**config.mk**
```make
export PLATFORM = sky130hd
export DESIGN_NAME = unlk_gate
export DESIGN_NICKNAME = d
export VERILOG_FILES = /design/src/rtl/unlk_pkg.sv /design/src/rtl/key_shreg.sv /design/src/rtl/key_cmp.sv /design/src/rtl/lock_ctl.sv /design/src/rtl/unlk_gate.sv
export SDC_FILE = /design/constraint.sdc
export NUM_CORES = 1
export LEC_CHECK = 0
export ABC_AREA = 1
export CAP_MARGIN = 20
export CORE_MARGIN = 8
export CORE_UTILIZATION = 50
export DETAILED_ROUTE_END_ITERATION = 10
export DONT_BUFFER_PORTS = 1
export PLACE_DENSITY = 0.73
export SLEW_MARGIN = 5
export SYNTH_ARGS = -nofsm -noshare
export SYNTH_HDL_FRONTEND = slang
export SYNTH_SLANG_ARGS = --single-unit
```
**constraint.sdc**
```tcl
create_clock -name clk -period 1.9 [get_ports clk]
set_input_delay 0.38 -clock clk [delete_from_list [all_inputs] [get_ports clk]]
set_output_delay 0.38 -clock clk [all_outputs]
set_load 0.05 [all_outputs]
```
**src/rtl/unlk_pkg.sv**
```systemverilog
package unlk_pkg;
    typedef enum logic {
        ST_LOCKED = 1'b0,
        ST_OPEN   = 1'b1
    } lock_state_e;
endpackage

```
**src/rtl/key_shreg.sv**
```systemverilog
module key_shreg #(
    parameter int KEY_W = 64
) (
    input  logic             clk,
    input  logic             rst_n,
    input  logic             shift_en_i,
    input  logic             tdi_i,
    input  logic             update_i,
    output logic [KEY_W-1:0] key_o
);
    typedef struct packed {
        logic [KEY_W-1:0] sr;
    } sr_st_t;

    sr_st_t st_d, st_q;

    always_comb begin
        st_d = st_q;
        if (update_i) begin
            st_d.sr = '0;
        end else if (shift_en_i) begin
            st_d.sr = {tdi_i, st_q.sr[KEY_W-1:1]};
        end
    end

    always_ff @(posedge clk or negedge rst_n) begin
        if (!rst_n) st_q <= '0;
        else        st_q <= st_d;
    end

    assign key_o = st_q.sr;

    assert_clear_on_update_R6: assert property (@(posedge clk) disable iff (!rst_n)
        update_i |=> (key_o == '0));

    assert_shift_entry_R2: assert property (@(posedge clk) disable iff (!rst_n)
        (shift_en_i && !update_i) |=> (key_o[KEY_W-1] == $past(tdi_i)));

    assert_hold_idle_R3: assert property (@(posedge clk) disable iff (!rst_n)
        (!shift_en_i && !update_i) |=> $stable(key_o));
endmodule

```
**src/rtl/key_cmp.sv**
```systemverilog
module key_cmp #(
    parameter int KEY_W   = 64,
    parameter int CHUNK_W = 16
) (
    input  logic [KEY_W-1:0] cand_i,
    input  logic [KEY_W-1:0] ref_i,
    output logic             match_o
);
    localparam int NCHUNK = (KEY_W + CHUNK_W - 1) / CHUNK_W;
    localparam int PAD_W  = NCHUNK * CHUNK_W;

    logic [PAD_W-1:0]  cand_pad, ref_pad;
    logic [NCHUNK-1:0] chunk_eq;

    always_comb begin
        cand_pad = '0;
        ref_pad  = '0;
        cand_pad[KEY_W-1:0] = cand_i;
        ref_pad[KEY_W-1:0]  = ref_i;
    end

    for (genvar g = 0; g < NCHUNK; g++) begin : g_chunk
        assign chunk_eq[g] = (cand_pad[g*CHUNK_W +: CHUNK_W] == ref_pad[g*CHUNK_W +: CHUNK_W]);
    end

    assign match_o = &chunk_eq;
endmodule

```
**src/rtl/lock_ctl.sv**
```systemverilog
module lock_ctl
    import unlk_pkg::*;
(
    input  logic clk,
    input  logic rst_n,
    input  logic sec_en_i,
    input  logic update_i,
    input  logic match_i,
    output logic emu_unlock_o,
    output logic ext_boot_ok_o
);
    typedef struct packed {
        lock_state_e state;
    } lk_st_t;

    lk_st_t st_d, st_q;

    always_comb begin
        st_d = st_q;
        if (st_q.state == ST_LOCKED && update_i && match_i) begin
            st_d.state = ST_OPEN;
        end
    end

    always_ff @(posedge clk or negedge rst_n) begin
        if (!rst_n) st_q <= '{state: ST_LOCKED};
        else        st_q <= st_d;
    end

    logic open_w;
    assign open_w        = !sec_en_i || (st_q.state == ST_OPEN);
    assign emu_unlock_o  = open_w;
    assign ext_boot_ok_o = open_w;

    assert_open_sticky_R7: assert property (@(posedge clk) disable iff (!rst_n)
        (st_q.state == ST_OPEN) |=> (st_q.state == ST_OPEN));

    assert_mismatch_ignored_R5: assert property (@(posedge clk) disable iff (!rst_n)
        (st_q.state == ST_LOCKED && !(update_i && match_i)) |=> (st_q.state == ST_LOCKED));

    assert_match_opens_R4: assert property (@(posedge clk) disable iff (!rst_n)
        (update_i && match_i) |=> (st_q.state == ST_OPEN));

    assert_strap_open_R8: assert property (@(posedge clk) disable iff (!rst_n)
        !sec_en_i |-> (emu_unlock_o && ext_boot_ok_o));
endmodule

```
**src/rtl/unlk_gate.sv**
```systemverilog
module unlk_gate #(
    parameter int KEY_W   = 64,
    parameter int CHUNK_W = 16
) (
    input  logic             clk,
    input  logic             rst_n,
    input  logic             sec_en_i,
    input  logic [KEY_W-1:0] dev_key_i,
    input  logic             tdi_i,
    input  logic             shift_en_i,
    input  logic             update_i,
    output logic             emu_unlock_o,
    output logic             ext_boot_ok_o
);
    logic [KEY_W-1:0] key_w;
    logic             match_w;

    key_shreg #(.KEY_W(KEY_W)) u_shreg (
        .clk        (clk),
        .rst_n      (rst_n),
        .shift_en_i (shift_en_i),
        .tdi_i      (tdi_i),
        .update_i   (update_i),
        .key_o      (key_w)
    );

    key_cmp #(.KEY_W(KEY_W), .CHUNK_W(CHUNK_W)) u_cmp (
        .cand_i  (key_w),
        .ref_i   (dev_key_i),
        .match_o (match_w)
    );

    lock_ctl u_lock (
        .clk           (clk),
        .rst_n         (rst_n),
        .sec_en_i      (sec_en_i),
        .update_i      (update_i),
        .match_i       (match_w),
        .emu_unlock_o  (emu_unlock_o),
        .ext_boot_ok_o (ext_boot_ok_o)
    );

    assert_outputs_agree_R1: assert property (@(posedge clk) disable iff (!rst_n)
        emu_unlock_o == ext_boot_ok_o);
endmodule

```
==> flow_summary.json, run 1 <==
{
  "slew_headroom_pct": 56.8,
  "drt-met1-wl_um": 3500,
  "drv_slew": 0,
  "cp_num_buf_inv": 2,
  "p_int_mw": 1.95,
  "drc": 0,
  "cp.depth": 3,
  "finalCritPeriodShare_pct": 76.2,
  "core_area_um2": 6680,
  "routed-wl-met3_um": 772,
  "num_rows": 30,
  "timing.rr.end": "u_lock.st_q$_DFFE_PN0P_",
  "cap_violations": 0,
  "clkSlewWorstSetupHoldPaths_ns": 0.07,
  "wl_met2_um": 4040,
  "pwr-share-seq_pct": 53.7,
  "syn_avg_cell_area_um2": 7.48,
  "drive_gt1_share_pct": 6.06,
  "path_class": "flop to output port",
  "drt_first_pass_iters": 4,
  "area_delta_synth_final_pct": 6.56,
  "h-tree-depth": 3,
  "cts_tree": "yes",
  "setup.worst_path.end": "emu_unlock_o",
  "final.setup_skew_ns": 0.00755,
  "port_buffers": 0,
  "ys_seq_elements": 65,
  "crit_fanout": 2,
  "start_kind": "flop",
  "cts_root_buffer": "clkbuf_8",
  "grt_max_degree": 66,
  "synth_area_leader_cell": "dfrtp_1",
  "viasPerCell": 5.18,
  "r2r_start": "u_shreg.key_o[4]$_DFFE_PN0P_",
  "worstPathCellList": "inv_1 -> nand2_1 -> buf_4",
  "floorplan.initialDensity_pct": 51.1,
  "routed.top_layer": "met4",
  "fin_cells": 542,
  "grt_pass1_wl_um": 13800,
  "yosysTopAreaCellShare_pct": 47.7,
  "cellPowerDensity_nw_per_um2": 712,
  "switching_share_pct": 24.7,
  "post_cts_buffers": 0,
  "critPathTopFamily": "flip-flops",
  "p_comb_share_pct": 7.9,
  "ys_seq_area_share_pct": 47.7,
  "hpwl_um": 6430,
  "status": "finished clean",
  "pwr-share-clk_pct": 38.5,
  "fill_cells": 659,
  "overflow": 0,
  "ctsHoldBuffers": 2,
  "cts_buffer_depth": 2,
  "rsz0062_at_grt": "false",
  "grt_util_all_layers_pct": 18.4,
  "numPlacedInstances": 525,
  "synth_cell_types": 16,
  "min_path_type": "primary input to flop",
  "antenna_cells": 0,
  "clock_sinks": 65,
  "slowest_stage": "dfrtp_1",
  "hold_violations": 0,
  "r2r_slack_ns": 0.60,
  "synth_cells": 456,
  "clk-insertion-delay-late_ns": 0.34,
  "setup_tns_ns": 0,
  "critical_path_arrival_ns": 1.07,
  "die_w_um": 98.6,
  "antenna_found_initial": 0,
  "cp-end-kind": "output port",
  "syn_area_um2": 3410,
  "fmax_mhz": 691,
  "numCtsBuffers": 9,
  "drtIter0Drc": 179,
  "fin_nets": 528,
  "ctsResizeCount": 0,
  "synth.area.top_cells": "dfrtp_1, nand2_1, o22ai_1",
  "totalPowerFinal_mw": 2.59,
  "slowest_delay_ns": 0.36,
  "vias": 2810,
  "drt.antenna.violating_nets": 0,
  "ir_worst_vdd_uv": 459,
  "die-height_um": 98.6,
  "wl_per_cell_um": 15.7,
  "min_period_ns": 1.45,
  "cp.required_ns": 1.52,
  "crit_path_start": "u_lock.st_q$_DFFE_PN0P_",
  "drt-total-wl_um": 8490,
  "p_sw_mw": 0.639,
  "synth_nets": 526,
  "routabilityCongestion": 0.864,
  "tightest_slew_ns": 0.647,
  "reg2reg_depth": 9,
  "die_area_um2": 9720,
  "grt_pass1_vias": 2884,
  "pin_count": 72,
  "setup_viol_count_final": 0,
  "leakage_nw": 1.78,
  "yosys_warnings": 0
}
-- synthesized netlist by cell type --
cell type	count
inv_1	96
buf_2	6
xnor2_1	11
o22ai_1	66
or2_1	1
inv_2	6
buf_4	2
nand3_1	4
nand2_1	133
o21ai_1	3
dfrtp_1	65
buf_6	6
o21ai_0	17
nor2_1	38
nand2_2	1
nor2_2	1
-- final cells by class --
type	instances	area, um^2	area share, %
sequential	65	1630	44.7
inverter	102	383	10.5
timing repair buffer	5	72.6	2.00
tap	80	100	2.75
multi-input combinational	275	1290	35.5
clock inverter	4	20.0	0.551
clock buffer	11	141	3.89
-- logic make-up after synthesis --
| group | count (synthesis) | share of synthesized area [%] |
|---|---|---|
| AOI/OAI and AO/OA | 86 | 15.0 |
| xor gates and xnor gates | 11 | 2.82 |
| and+or+nand+nor | 178 | 19.9 |
| buffers and inverters | 116 | 14.5 |
| DFF | 65 | 47.7 |
-- layer usage --
layer | track usage (%) | vias up
li1 | - | 1432
met1 | 21.4 | 1288
met4 | 8.74 | 0
met3 | 6.69 | 15
met5 | 0 | -
met2 | 29.5 | 75
-- worst register-to-register path, stage by stage (launching register included) --
cell,delay (ns)
dfrtp_1,0.38
nand2_1,0.07
nand2_1,0.09
nor2_1,0.13
nand2_1,0.06
nor2_1,0.18
nand2_1,0.09
nor2_1,0.10
nand3_1,0.07
nand2_1,0.06
-- layout by cell type (no fill, tap or decap), types with 2 or more instances in the layout --
cell type,count
buf_4,2
clkbuf_8,10
clkinv_2,4
dfrtp_1,65
inv_1,96
inv_2,6
nand2_1,132
nand2_2,2
nand3_1,4
nor2_1,38
o21ai_0,17
o21ai_1,3
o22ai_1,66
xnor2_1,11
-- how the worst min path moves through the flow --
stage	start	to	cells after the start
2_1_floorplan	rst_n	u_lock.st_q$_DFFE_PN0P_	0
3_3_place_gp	rst_n	u_shreg.key_o[0]$_DFFE_PN0P_	0
3_5_place_dp	rst_n	u_shreg.key_o[63]$_DFFE_PN0P_	0
4_1_cts	shift_en_i	u_shreg.key_o[63]$_DFFE_PN0P_	2
5_1_grt	shift_en_i	u_shreg.key_o[63]$_DFFE_PN0P_	2
6_report	shift_en_i	u_shreg.key_o[63]$_DFFE_PN0P_	2
-- per-stage QoR --
stage / worst slack [ns] / utilization (%) / instance area (um^2) / hold WS [ns]
floorplan: 0.504 / - / 3410 / 0.0844
finish: 0.453 / 54.4 / 3640 / 0.205
global placement: 0.614 / 51.4 / 3440 / 0.0873
detailed placement: 0.598 / 51.4 / 3440 / 0.0865
global route: 0.400 / 54.4 / 3640 / 0.206
CTS: 0.433 / 54.4 / 3640 / 0.193
-- power by group through the flow --
stage | Combinational, mW | Clock, mW | Sequential, mW
final | 0.203 | 0.996 | 1.39
after global routing | 0.232 | 1.08 | 1.39
after CTS | 0.205 | 1.03 | 1.39
after detailed placement | 0.168 | 0 | 1.41
after global placement | 0.166 | 0 | 1.41
after floorplan | 0.144 | 0 | 1.41
-- flip-flops by register name, summed over array words and instances, names as in the netlist --
name	flops
u_shreg.key_o	64
u_lock.st_q	1
No activity file was read; power rests on OpenSTA's default activity.
==> run 2, diff against run 1 <==
--- a/config.mk
+++ b/config.mk
@@ -5,13 +5,13 @@
 export SDC_FILE = /design/constraint.sdc
 export NUM_CORES = 1
 export LEC_CHECK = 0
-export ABC_AREA = 1
+export ABC_AREA = 0
 export CAP_MARGIN = 20
 export CORE_MARGIN = 8
 export CORE_UTILIZATION = 50
 export DETAILED_ROUTE_END_ITERATION = 10
 export DONT_BUFFER_PORTS = 1
-export PLACE_DENSITY = 0.73
+export PLACE_DENSITY = 0.76
 export SLEW_MARGIN = 5
 export SYNTH_ARGS = -nofsm -noshare
 export SYNTH_HDL_FRONTEND = slang
==> constraint.sdc (replaced) <==
create_clock -name clk -period 1.2 [get_ports clk]
set_input_delay 0.24 -clock clk [delete_from_list [all_inputs] [get_ports clk]]
set_output_delay 0.24 -clock clk [all_outputs]
set_load 0.05 [all_outputs]
==> flow_summary.json, run 2 <==
{
  "status": "complete, but fails checks",
  "failed_checks": "hold timing, setup timing",
  "h-tree-depth": 3,
  "setup_slack_ns": -0.347,
  "ys_seq_elements": 65,
  "ir_worst_vdd_uv": 543,
  "clock_sinks": 65,
  "grt_util_all_layers_pct": 18.7,
  "floorplan.initialDensity_pct": 50.6,
  "synth_cells": 310,
  "hold-worst-slack_ns": -0.408,
  "syn_area_um2": 3360,
  "switching_share_pct": 21.3,
  "wl_per_cell_um": 19.6,
  "fmax_mhz": 646,
  "overflow": 0,
  "finalCritPeriodShare_pct": 129,
  "path_class": "flop to flop",
  "clkSlewWorstSetupHoldPaths_ns": 0.07,
  "num_rows": 30,
  "setup_viol_count_final": 3,
  "antenna_cells": 0,
  "setup_tns_ns": -0.503,
  "hpwl_um": 6730,
  "slowest_delay_ns": 0.39,
  "setup.worst_path.end": "u_lock.st_q$_DFFE_PN0P_",
  "vias": 2488,
  "routabilityCongestion": 0.873,
  "synth_cell_types": 29,
  "syn_avg_cell_area_um2": 10.8,
  "worstPathCellList": "nor2b_4 -> a2111oi_4 -> nand4_1 -> nor4_2 -> a31o_1",
  "die_w_um": 98.0,
  "numPlacedInstances": 439,
  "cts_root_buffer": "clkbuf_8",
  "leakage_nw": 2.18,
  "timing.rr.end": "u_lock.st_q$_DFFE_PN0P_",
  "final.setup_skew_ns": 0.00738,
  "cts_tree": "yes",
  "pin_count": 72,
  "fill_cells": 521,
  "core_area_um2": 6640,
  "die_area_um2": 9600,
  "clk-insertion-delay-late_ns": 0.34,
  "crit_path_start": "u_shreg.key_o[54]$_DFFE_PN0P_",
  "synth-edff-count": 0,
  "r2r_start": "u_shreg.key_o[54]$_DFFE_PN0P_",
  "min_period_ns": 1.55,
  "pwr-share-clk_pct": 44.0,
  "viasPerCell": 5.43,
  "min_path_type": "primary input to async pin",
  "fin_nets": 443,
  "drt_first_pass_iters": 6,
  "synth_area_leader_cell": "dfrtp_1",
  "p_sw_mw": 0.918,
  "synth_nets": 380,
  "reg2reg_depth": 5,
  "final_cell_mix": "buf_4, nor2_1, dfrtp_1",
  "port_buffers": 0,
  "cp.required_ns": 1.47,
  "ys_top_cells_by_count": "dfrtp_1, nor2_1, mux2i_1",
  "p_int_mw": 3.39,
  "pwr-share-seq_pct": 51.1,
  "ys.flop_type": "dfrtp_1",
  "tightest_slew_ns": 0.366,
  "numCtsBuffers": 9,
  "async_flop_share_pct": 100,
  "fin_util_pct": 62.5,
  "rsz0062_at_grt": "true",
  "drt.antenna.violating_nets": 0,
  "crit_fanout": 2,
  "slowest_stage": "dfrtp_1",
  "largest_reg_flops": 64,
  "antenna_found_initial": 0,
  "drtIter0Drc": 167,
  "slew_headroom_pct": 75.4,
  "start_kind": "flop",
  "yosys_warnings": 0,
  "dp_worst_setup_slack_ns": -0.461,
  "drt-total-wl_um": 8970,
  "grt_pass1_wl_um": 13700,
  "die-height_um": 98.0,
  "cp.depth": 5,
  "synth.area.top_cells": "dfrtp_1, mux2i_1, xor2_1",
  "yosysTopAreaCellShare_pct": 48.4,
  "grt_max_degree": 66,
  "area_delta_synth_final_pct": 23.6,
  "critPathTopFamily": "simple AND/OR/NAND/NOR gates",
  "cts_buffer_depth": 2,
  "critical_path_arrival_ns": 1.82,
  "fin_cells": 458,
  "p_comb_share_pct": 5.0,
  "cap_violations": 0,
  "layout_commonest_cell": "buf_4",
  "drv_slew": 0,
  "r2r_slack_ns": -0.35,
  "cellPowerDensity_nw_per_um2": 1040,
  "drc": 0,
  "cp_num_buf_inv": 0,
  "grt_pass1_vias": 2608,
  "cp-end-kind": "flop",
  "ys_seq_area_share_pct": 48.4,
  "drive_gt1_share_pct": 24.6,
  "hold_violations": 86
}
run 2: logic make-up (layout without fill, tap and decap cells):
kind of cell | count (synthesis) | count (layout) | synth area share (%)
AOI/OAI and AO/OA | 12 | 12 | 3.50
buffers and inverters | 27 | 95 | 3.39
xor gates and xnor gates | 51 | 51 | 13.3
DFF | 65 | 65 | 48.4
and+or+nand+nor | 91 | 91 | 12.3
muxes | 64 | 64 | 19.1
run 2: through the flow:
step | cell area (um^2) | total power, mW
finish | 4150 | 4.30
global route | 4150 | 4.43
CTS | 4150 | 4.34
global placement | 3890 | 2.44
floorplan | 3360 | 2.47
detailed placement | 3890 | 2.45
run 2: final cells by class:
cell class	instances	area (um^2)	area share [%]
inverters	12	45.0	1.08
flip-flops and latches	65	1630	39.2
well taps	80	100	2.41
repair buffers	67	515	12.4
clock inverters	5	53.8	1.30
clock buffers	11	151	3.65
multi-input cells	218	1660	40.0
run 2: power by group through the flow:
stage               Sequential (mW)  Clock [mW]  Combinational (mW)
floorplan                      2.24           0               0.235
global placement               2.24           0               0.206
detailed placement             2.24           0               0.208
CTS                            2.20        1.93               0.213
global route                   2.20        2.01               0.228
finish                         2.20        1.89               0.213
run 2: repair_timing:
| item | in CTS | in global routing |
|---|---|---|
| pin swaps | 6 | 5 |
| endpoints found under the hold margin | 129 | 129 |
| gates resized for setup | 6 | 1 |
| endpoints found under the setup margin | 3 | 3 |
| setup buffers | 3 | 0 |
run 2: metal layers:
| metal | global-route usage, % | vias up | wire length [um] |
|---|---|---|---|
| met5 | 0 | - | 0 |
| met4 | 10.1 | 0 | 259 |
| met3 | 6.19 | 18 | 733 |
| met2 | 31.7 | 72 | 4590 |
| met1 | 20.4 | 1225 | 3380 |
| li1 | - | 1173 | - |
run 2: worst min-delay path by stage:
| stage | slack, ns | end | depth (start not counted) |
|---|---|---|---|
| after detailed placement | -0.05 | u_shreg.key_o[17]$_DFFE_PN0P_ | 0 |
| after global placement | -0.05 | u_shreg.key_o[17]$_DFFE_PN0P_ | 0 |
| final | -0.41 | u_shreg.key_o[17]$_DFFE_PN0P_ | 0 |
| after global routing | -0.42 | u_shreg.key_o[59]$_DFFE_PN0P_ | 0 |
| after floorplan | -0.06 | u_lock.st_q$_DFFE_PN0P_ | 0 |
| after CTS | -0.42 | u_shreg.key_o[42]$_DFFE_PN0P_ | 0 |
run 2: worst reg2reg max path: stages (launching register included):
cell and delay [ns]:
dfrtp_1 0.39, nor2b_4 0.14, a2111oi_4 0.34, nand4_1 0.17, nor4_2 0.28, a31o_1 0.16
